## src/rtl/fnd_pkg.sv

```systemverilog
package fnd_pkg;

  // log2 of the prescaler's base modulus (16); the swallow field width
  localparam int unsigned PRE_LOG = 4;

  // width of the signed modulator sample
  localparam int unsigned MOD_W = 3;

  // prescaler modulus selection held by the swallow counter
  typedef enum logic {
    MODULUS_BASE  = 1'b0,
    MODULUS_PLUS1 = 1'b1
  } modulus_e;

endpackage

```

## src/rtl/fnd_ratio_split.sv

```systemverilog
module fnd_ratio_split
  import fnd_pkg::*;
#(
  parameter int unsigned NDIV_W = 10
) (
  input  logic [NDIV_W-1:0]        ndiv,
  input  logic [MOD_W-1:0]         mod_word,
  output logic [NDIV_W-PRE_LOG:0]  main_load,
  output logic [PRE_LOG-1:0]       swal_load,
  output logic                     ratio_bad
);

  localparam int unsigned SUM_W  = NDIV_W + 2;
  localparam int unsigned MAIN_W = NDIV_W + 1 - PRE_LOG;
  localparam int unsigned PAD_W  = MAIN_W - PRE_LOG;

  logic signed [SUM_W-1:0] sum_s;
  logic [NDIV_W:0]         sum_u;
  logic                    sum_neg;
  logic [MAIN_W-1:0]       swal_ext;

  // integer ratio plus sign-extended modulator sample, clamped at zero
  always_comb begin
    sum_s = $signed({2'b00, ndiv})
          + $signed({{(SUM_W-MOD_W){mod_word[MOD_W-1]}}, mod_word});
    sum_neg   = sum_s[SUM_W-1];
    sum_u     = sum_neg ? '0 : sum_s[NDIV_W:0];
    main_load = sum_u[NDIV_W:PRE_LOG];
    swal_load = sum_u[PRE_LOG-1:0];
    swal_ext  = {{PAD_W{1'b0}}, swal_load};
    ratio_bad = sum_neg | (main_load == '0) | (swal_ext > main_load);
  end

endmodule

```

## src/rtl/fnd_main_counter.sv

```systemverilog
module fnd_main_counter #(
  parameter int unsigned CNT_W = 7
) (
  input  logic             clk,
  input  logic             rst_n,
  input  logic             load,
  input  logic [CNT_W-1:0] load_val,
  output logic             term,
  output logic [CNT_W-1:0] cnt
);

  logic [CNT_W-1:0] cnt_q;
  logic [CNT_W-1:0] cnt_d;
  logic             cnt_en;

  // counts prescaler cycles left in the division after the current one
  always_comb begin
    cnt_en = load | (cnt_q != '0);
    cnt_d  = cnt_q;
    if (load) begin
      cnt_d = (load_val == '0) ? '0 : load_val - CNT_W'(1);
    end else if (cnt_q != '0) begin
      cnt_d = cnt_q - CNT_W'(1);
    end
  end

  always_ff @(posedge clk or negedge rst_n) begin
    if (!rst_n) begin
      cnt_q <= '0;
    end else if (cnt_en) begin
      cnt_q <= cnt_d;
    end
  end

  assign term = (cnt_q == '0);
  assign cnt  = cnt_q;

endmodule

```

## src/rtl/fnd_swallow_counter.sv

```systemverilog
module fnd_swallow_counter
  import fnd_pkg::*;
(
  input  logic               clk,
  input  logic               rst_n,
  input  logic               load,
  input  logic [PRE_LOG-1:0] load_val,
  output modulus_e           modulus,
  output logic [PRE_LOG-1:0] remain
);

  logic [PRE_LOG-1:0] swal_q;
  logic [PRE_LOG-1:0] swal_d;
  modulus_e           mod_q;
  modulus_e           mod_d;
  logic               swal_en;

  // the plus-one modulus is issued once per remaining swallow count
  always_comb begin
    swal_en = load | (swal_q != '0) | (mod_q == MODULUS_PLUS1);
    if (load) begin
      mod_d  = (load_val != '0) ? MODULUS_PLUS1 : MODULUS_BASE;
      swal_d = (load_val != '0) ? load_val - PRE_LOG'(1) : '0;
    end else begin
      mod_d  = (swal_q != '0) ? MODULUS_PLUS1 : MODULUS_BASE;
      swal_d = (swal_q != '0) ? swal_q - PRE_LOG'(1) : '0;
    end
  end

  always_ff @(posedge clk or negedge rst_n) begin
    if (!rst_n) begin
      swal_q <= '0;
      mod_q  <= MODULUS_BASE;
    end else if (swal_en) begin
      swal_q <= swal_d;
      mod_q  <= mod_d;
    end
  end

  assign modulus = mod_q;
  assign remain  = swal_q;

  // a run of divide-by-17 cycles may only begin on a load edge
  assert_plus1_starts_on_load_R3: assert property (
    @(posedge clk) disable iff (!rst_n)
      $rose(mod_q == MODULUS_PLUS1) |-> $past(load)
  );

endmodule

```

## src/rtl/fnd_frac_divider.sv

```systemverilog
module fnd_frac_divider
  import fnd_pkg::*;
#(
  parameter int unsigned NDIV_W = 10
) (
  input  logic              clk,
  input  logic              rst_n,
  input  logic [NDIV_W-1:0] ndiv,
  input  logic [MOD_W-1:0]  mod_word,
  output logic              mod_ctrl,
  output logic              div_pulse,
  output logic              ratio_err
);

  localparam int unsigned MAIN_W = NDIV_W + 1 - PRE_LOG;

  logic [MAIN_W-1:0]  main_load;
  logic [MAIN_W-1:0]  main_cnt;
  logic [PRE_LOG-1:0] swal_load;
  logic [PRE_LOG-1:0] swal_cnt;
  logic               ratio_bad;
  logic               load;
  modulus_e           modulus;

  logic err_q, err_d;
  logic tc_q, tc_d;
  logic pulse_q, pulse_d;

  fnd_ratio_split #(.NDIV_W(NDIV_W)) u_split (
    .ndiv      (ndiv),
    .mod_word  (mod_word),
    .main_load (main_load),
    .swal_load (swal_load),
    .ratio_bad (ratio_bad)
  );

  fnd_main_counter #(.CNT_W(MAIN_W)) u_main (
    .clk      (clk),
    .rst_n    (rst_n),
    .load     (load),
    .load_val (main_load),
    .term     (load),
    .cnt      (main_cnt)
  );

  fnd_swallow_counter u_swal (
    .clk      (clk),
    .rst_n    (rst_n),
    .load     (load),
    .load_val (swal_load),
    .modulus  (modulus),
    .remain   (swal_cnt)
  );

  // error captured per division; pulse retimed one prescaler cycle so it
  // lines up with the modulus the prescaler applies one cycle late
  always_comb begin
    err_d   = load ? ratio_bad : err_q;
    tc_d    = load;
    pulse_d = tc_q;
  end

  always_ff @(posedge clk or negedge rst_n) begin
    if (!rst_n) begin
      err_q   <= 1'b0;
      tc_q    <= 1'b0;
      pulse_q <= 1'b0;
    end else begin
      if (load) begin
        err_q <= err_d;
      end
      tc_q    <= tc_d;
      pulse_q <= pulse_d;
    end
  end

  assign mod_ctrl  = (modulus == MODULUS_PLUS1);
  assign div_pulse = pulse_q;
  assign ratio_err = err_q;

  assert_err_held_R6: assert property (
    @(posedge clk) disable iff (!rst_n)
      !load |=> $stable(ratio_err)
  );

  assert_pulse_follows_tc_R5: assert property (
    @(posedge clk) disable iff (!rst_n)
      $rose(div_pulse) |-> $past(load, 2)
  );

  assert_swallow_within_main_R3: assert property (
    @(posedge clk) disable iff (!rst_n)
      (!ratio_err && swal_cnt != '0) |-> (MAIN_W'(swal_cnt) <= main_cnt)
  );

endmodule

```

## config.mk

```make
export PLATFORM = sky130hd
export DESIGN_NAME = fnd_frac_divider
export DESIGN_NICKNAME = d
export VERILOG_FILES = /design/src/rtl/fnd_pkg.sv /design/src/rtl/fnd_ratio_split.sv /design/src/rtl/fnd_main_counter.sv /design/src/rtl/fnd_swallow_counter.sv /design/src/rtl/fnd_frac_divider.sv
export SDC_FILE = /design/constraint.sdc
export NUM_CORES = 1
export LEC_CHECK = 0
export BUFFER_PORTS_ARGS = -buffer_cell sky130_fd_sc_hd__buf_2
export CORE_AREA = 10 10 66 73
export CTS_CLUSTER_DIAMETER = 50
export DETAILED_ROUTE_END_ITERATION = 7
export DIE_AREA = 0 0 76 83
export PLACE_DENSITY = 0.74
export SYNTH_ARGS = -nofsm -noshare
export SYNTH_HDL_FRONTEND = slang
export SYNTH_SLANG_ARGS = --single-unit
```

## constraint.sdc

```tcl
create_clock -name clk -period 3 [get_ports clk]
set_clock_uncertainty 0.05 [all_clocks]
set_input_delay 0.3 -clock clk [delete_from_list [all_inputs] [get_ports clk]]
set_output_delay 0.3 -clock clk [all_outputs]
set_load 0.005 [all_outputs]
```

==> impl_metrics.env <==
export IMPL_reg2reg_depth=9
export IMPL_switching_power_uw=393
export IMPL_cp_end_kind="flip-flop"
export IMPL_antenna_found_initial=0
export IMPL_synth_top_area_share_pct=23.1
export IMPL_synth_top_area_cell="dfrtp_1"
export IMPL_grt_usage_pct=10.9
export IMPL_synth_area_leaders="dfrtp_1, ha_1, a21oi_1"
export IMPL_syn_nets=235
export IMPL_drive_gt1_share_pct=29.5
export IMPL_clockBufferDepth=2
export IMPL_insertion_delay_ps=290
export IMPL_numCtsBuffers=3
export IMPL_whs_path_depth=0
export IMPL_finalInstanceArea_um2=2160
export IMPL_fin_tns_setup_ps=0
export IMPL_netlist_instances=201
export IMPL_critical_path_max_stage_delay_ps=330
export IMPL_final_nets=289
export IMPL_first_iter_violations=68
export IMPL_area_growth_pct=33.0
export IMPL_max_slew_margin_rel_pct=67.5
export IMPL_crit_buf_inv=2
export IMPL_fp_dieH_um=83
export IMPL_vias=1567
export IMPL_period_minus_slack_ps=2820
export IMPL_cp_arrival_ps=2950
export IMPL_swShare_pct=38.2
export IMPL_io_pins=18
export IMPL_min_period_over_period_pct=93.9
export IMPL_dp_cells=296
export IMPL_synth_ff_type="dfrtp_1"
export IMPL_power_share_sequential_pct=30.6
export IMPL_worst_path_max_fanout=3
export IMPL_core_area_um2=3330
export IMPL_rows=22
export IMPL_seq_area_frac_synth_pct=23.1
export IMPL_grt_max_degree=16
export IMPL_cts_tree="done"
export IMPL_wl_um=3660
export IMPL_initial_core_util_pct=48.8
export IMPL_crit_type="input port to flip-flop"
export IMPL_ys_ff_latch=15
export IMPL_leakagePower_uw=0.00102
export IMPL_vias_per_cell=5.19
export IMPL_synth_cell_type_count=47
export IMPL_critical_path_top_delay_family="compound AO/OA/AOI/OAI gates"
export IMPL_worstHoldPathType="flip-flop to flip-flop"
export IMPL_cap_violations=0
export IMPL_fp_dieW_um=76
export IMPL_tightest_slew_ps=482
export IMPL_power_density_nw_per_um2=476
export IMPL_route_detailed_drc=0
export IMPL_synthTopCellsByCount="a21oi_1, nor2_1, ha_1, dfrtp_1, nand2_1"
export IMPL_syn_area_um2=1630
export IMPL_htreeDepth=1
export IMPL_regToRegSetupSlack_ps=790
export IMPL_slew_violations=0
export IMPL_wl_per_cell_um=12.1
export IMPL_holdPathEnd="div_pulse"
export IMPL_final_cells=302
export IMPL_ant_nets=0
export IMPL_io_buffers=17
export IMPL_die_area_um2=6310
export IMPL_worst_hold_startpoint="pulse_d"
export IMPL_outcome="finished clean"
export IMPL_hold_violations=0
export IMPL_holdWs_ps=302
export IMPL_r2r_end="u_swal.remain[1]"
export IMPL_crit_chain="buf_2 > ha_1 > buf_4 > a211oi_4 > o211a_1 > mux2_4 > or2_4 > nor2_2 > ha_1 > nor2b_1 > o21ai_1 > nand2b_1 > a21oi_1 > a41o_1 > nor3_1 > nor2_1 > a21oi_1"
export IMPL_root_buffer="clkbuf_4"
export IMPL_placed_area_um2=2030
export IMPL_intPower_uw=636
export IMPL_grt_overflow_total=0
export IMPL_cts_sinks=15
export IMPL_cp_slowest_cell="mux2_4"
export IMPL_yosysWarningCount=0
export IMPL_power_clock_fraction_pct=11.2
export IMPL_rsz0062_at_grt="false"
export IMPL_setup_viol=0
export IMPL_grt_pass1_vias=1508
export IMPL_combPwrFrac_pct=58.2
export IMPL_grt_pass1_wl_um=6050
export IMPL_place_detailed_hpwl_um=2960
export IMPL_cp_start_kind="input port"
export IMPL_diodes=0
export IMPL_place_gp_congestion=0.829
export IMPL_r2r_start="u_main.cnt[0]"
export IMPL_syn_avg_cell_area_um2=8.09
export IMPL_max_vdd_ir_drop_uv=182
export IMPL_async_flop_share_pct=100
export IMPL_synth_edff_count=0
export IMPL_drt_pass1_iterations=4
export IMPL_power_uw=1030
export IMPL_clk_pin_slew_ps=80
export IMPL_required_ps=3130
export IMPL_max_freq_ghz=0.355
layout make-up:
cell class	instances	area, um^2
tap	48	60.1
sequential	15	375
multi-input combinational	169	1280
timing repair buffer	54	372
clock buffer	4	26.3
inverter	12	45.0
fill	304	1170
stage by stage:
step                      setup slack [ps]  utilization (%)
after detailed placement              -224             60.9
after global placement                -179             60.9
after global routing                  5.18             65.0
after floorplan                      -2.84                -
final                                  182             65.0
after CTS                             69.8             62.0
registers in the layout, indices dropped and copies added (netlist names):
| signal | count |
|---|---|
| u_swal.remain | 4 |
| pulse_d | 1 |
| u_main.cnt | 7 |
| div_pulse | 1 |
| ratio_err | 1 |
| u_swal.modulus | 1 |
what timing repair did:
item / 4_1_cts / 5_1_grt
resized for setup: 0 / 13
endpoints found under the hold margin: 15 / 0
setup buffers: 0 / 1
endpoints found under the setup margin: 0 / 2
hold buffers: 1 / 0
cell families (layout without fill, tap and decap cells):
family                     count (synthesis)  in the layout  synth area share, %
AOI/OAI and AO/OA                         57             57                 23.1
DFF                                       15             15                 23.1
xor gates and xnor gates                  15             15                 8.08
buffers and inverters                     17             70                 3.92
adders and majority gates                 19             19                 15.1
and+or+nand+nor                           75             75                 24.8
muxes                                      3              3                 1.92
cells in the final DEF, fill, tap and decap left out, types with 3 or more instances in the layout:
master and n:
nor2b_1 6, and2_1 3, nor2_1 17, or3_1 3
nor3_1 9, buf_4 36, o211ai_1 3, clkbuf_4 3
nand2b_1 4, inv_1 12, o21a_1 4, xor2_1 6
nand2_1 13, buf_2 16, xnor2_1 9, a21oi_1 18
dfrtp_1 15, ha_1 13, nor3b_1 4, ha_4 5
o21ai_0 8
power groups by stage:
stage / combinational [uW] / clock (uW) / sequential, uW
CTS: 581 / 117 / 315
finish: 599 / 115 / 315
global placement: 561 / 0 / 316
floorplan: 400 / 0 / 311
detailed placement: 574 / 0 / 319
global route: 674 / 121 / 325
worst max path at each step:
stage / startpoint / end / cells past startpoint
2_1_floorplan: ndiv[6] / ratio_err / 17
3_3_place_gp: mod_word[2] / ratio_err / 16
3_5_place_dp: mod_word[2] / ratio_err / 16
4_1_cts: mod_word[2] / ratio_err / 16
5_1_grt: ndiv[0] / ratio_err / 17
6_report: ndiv[0] / ratio_err / 17
per-layer routing:
layer / share of wire [%] / GRT usage, %
met5: 0 / 0
met4: 1.6 / 4.97
met3: 1.9 / 1.40
met2: 49 / 19.1
met1: 47 / 12.6
Note: power is estimated with default switching activity, not from simulation.
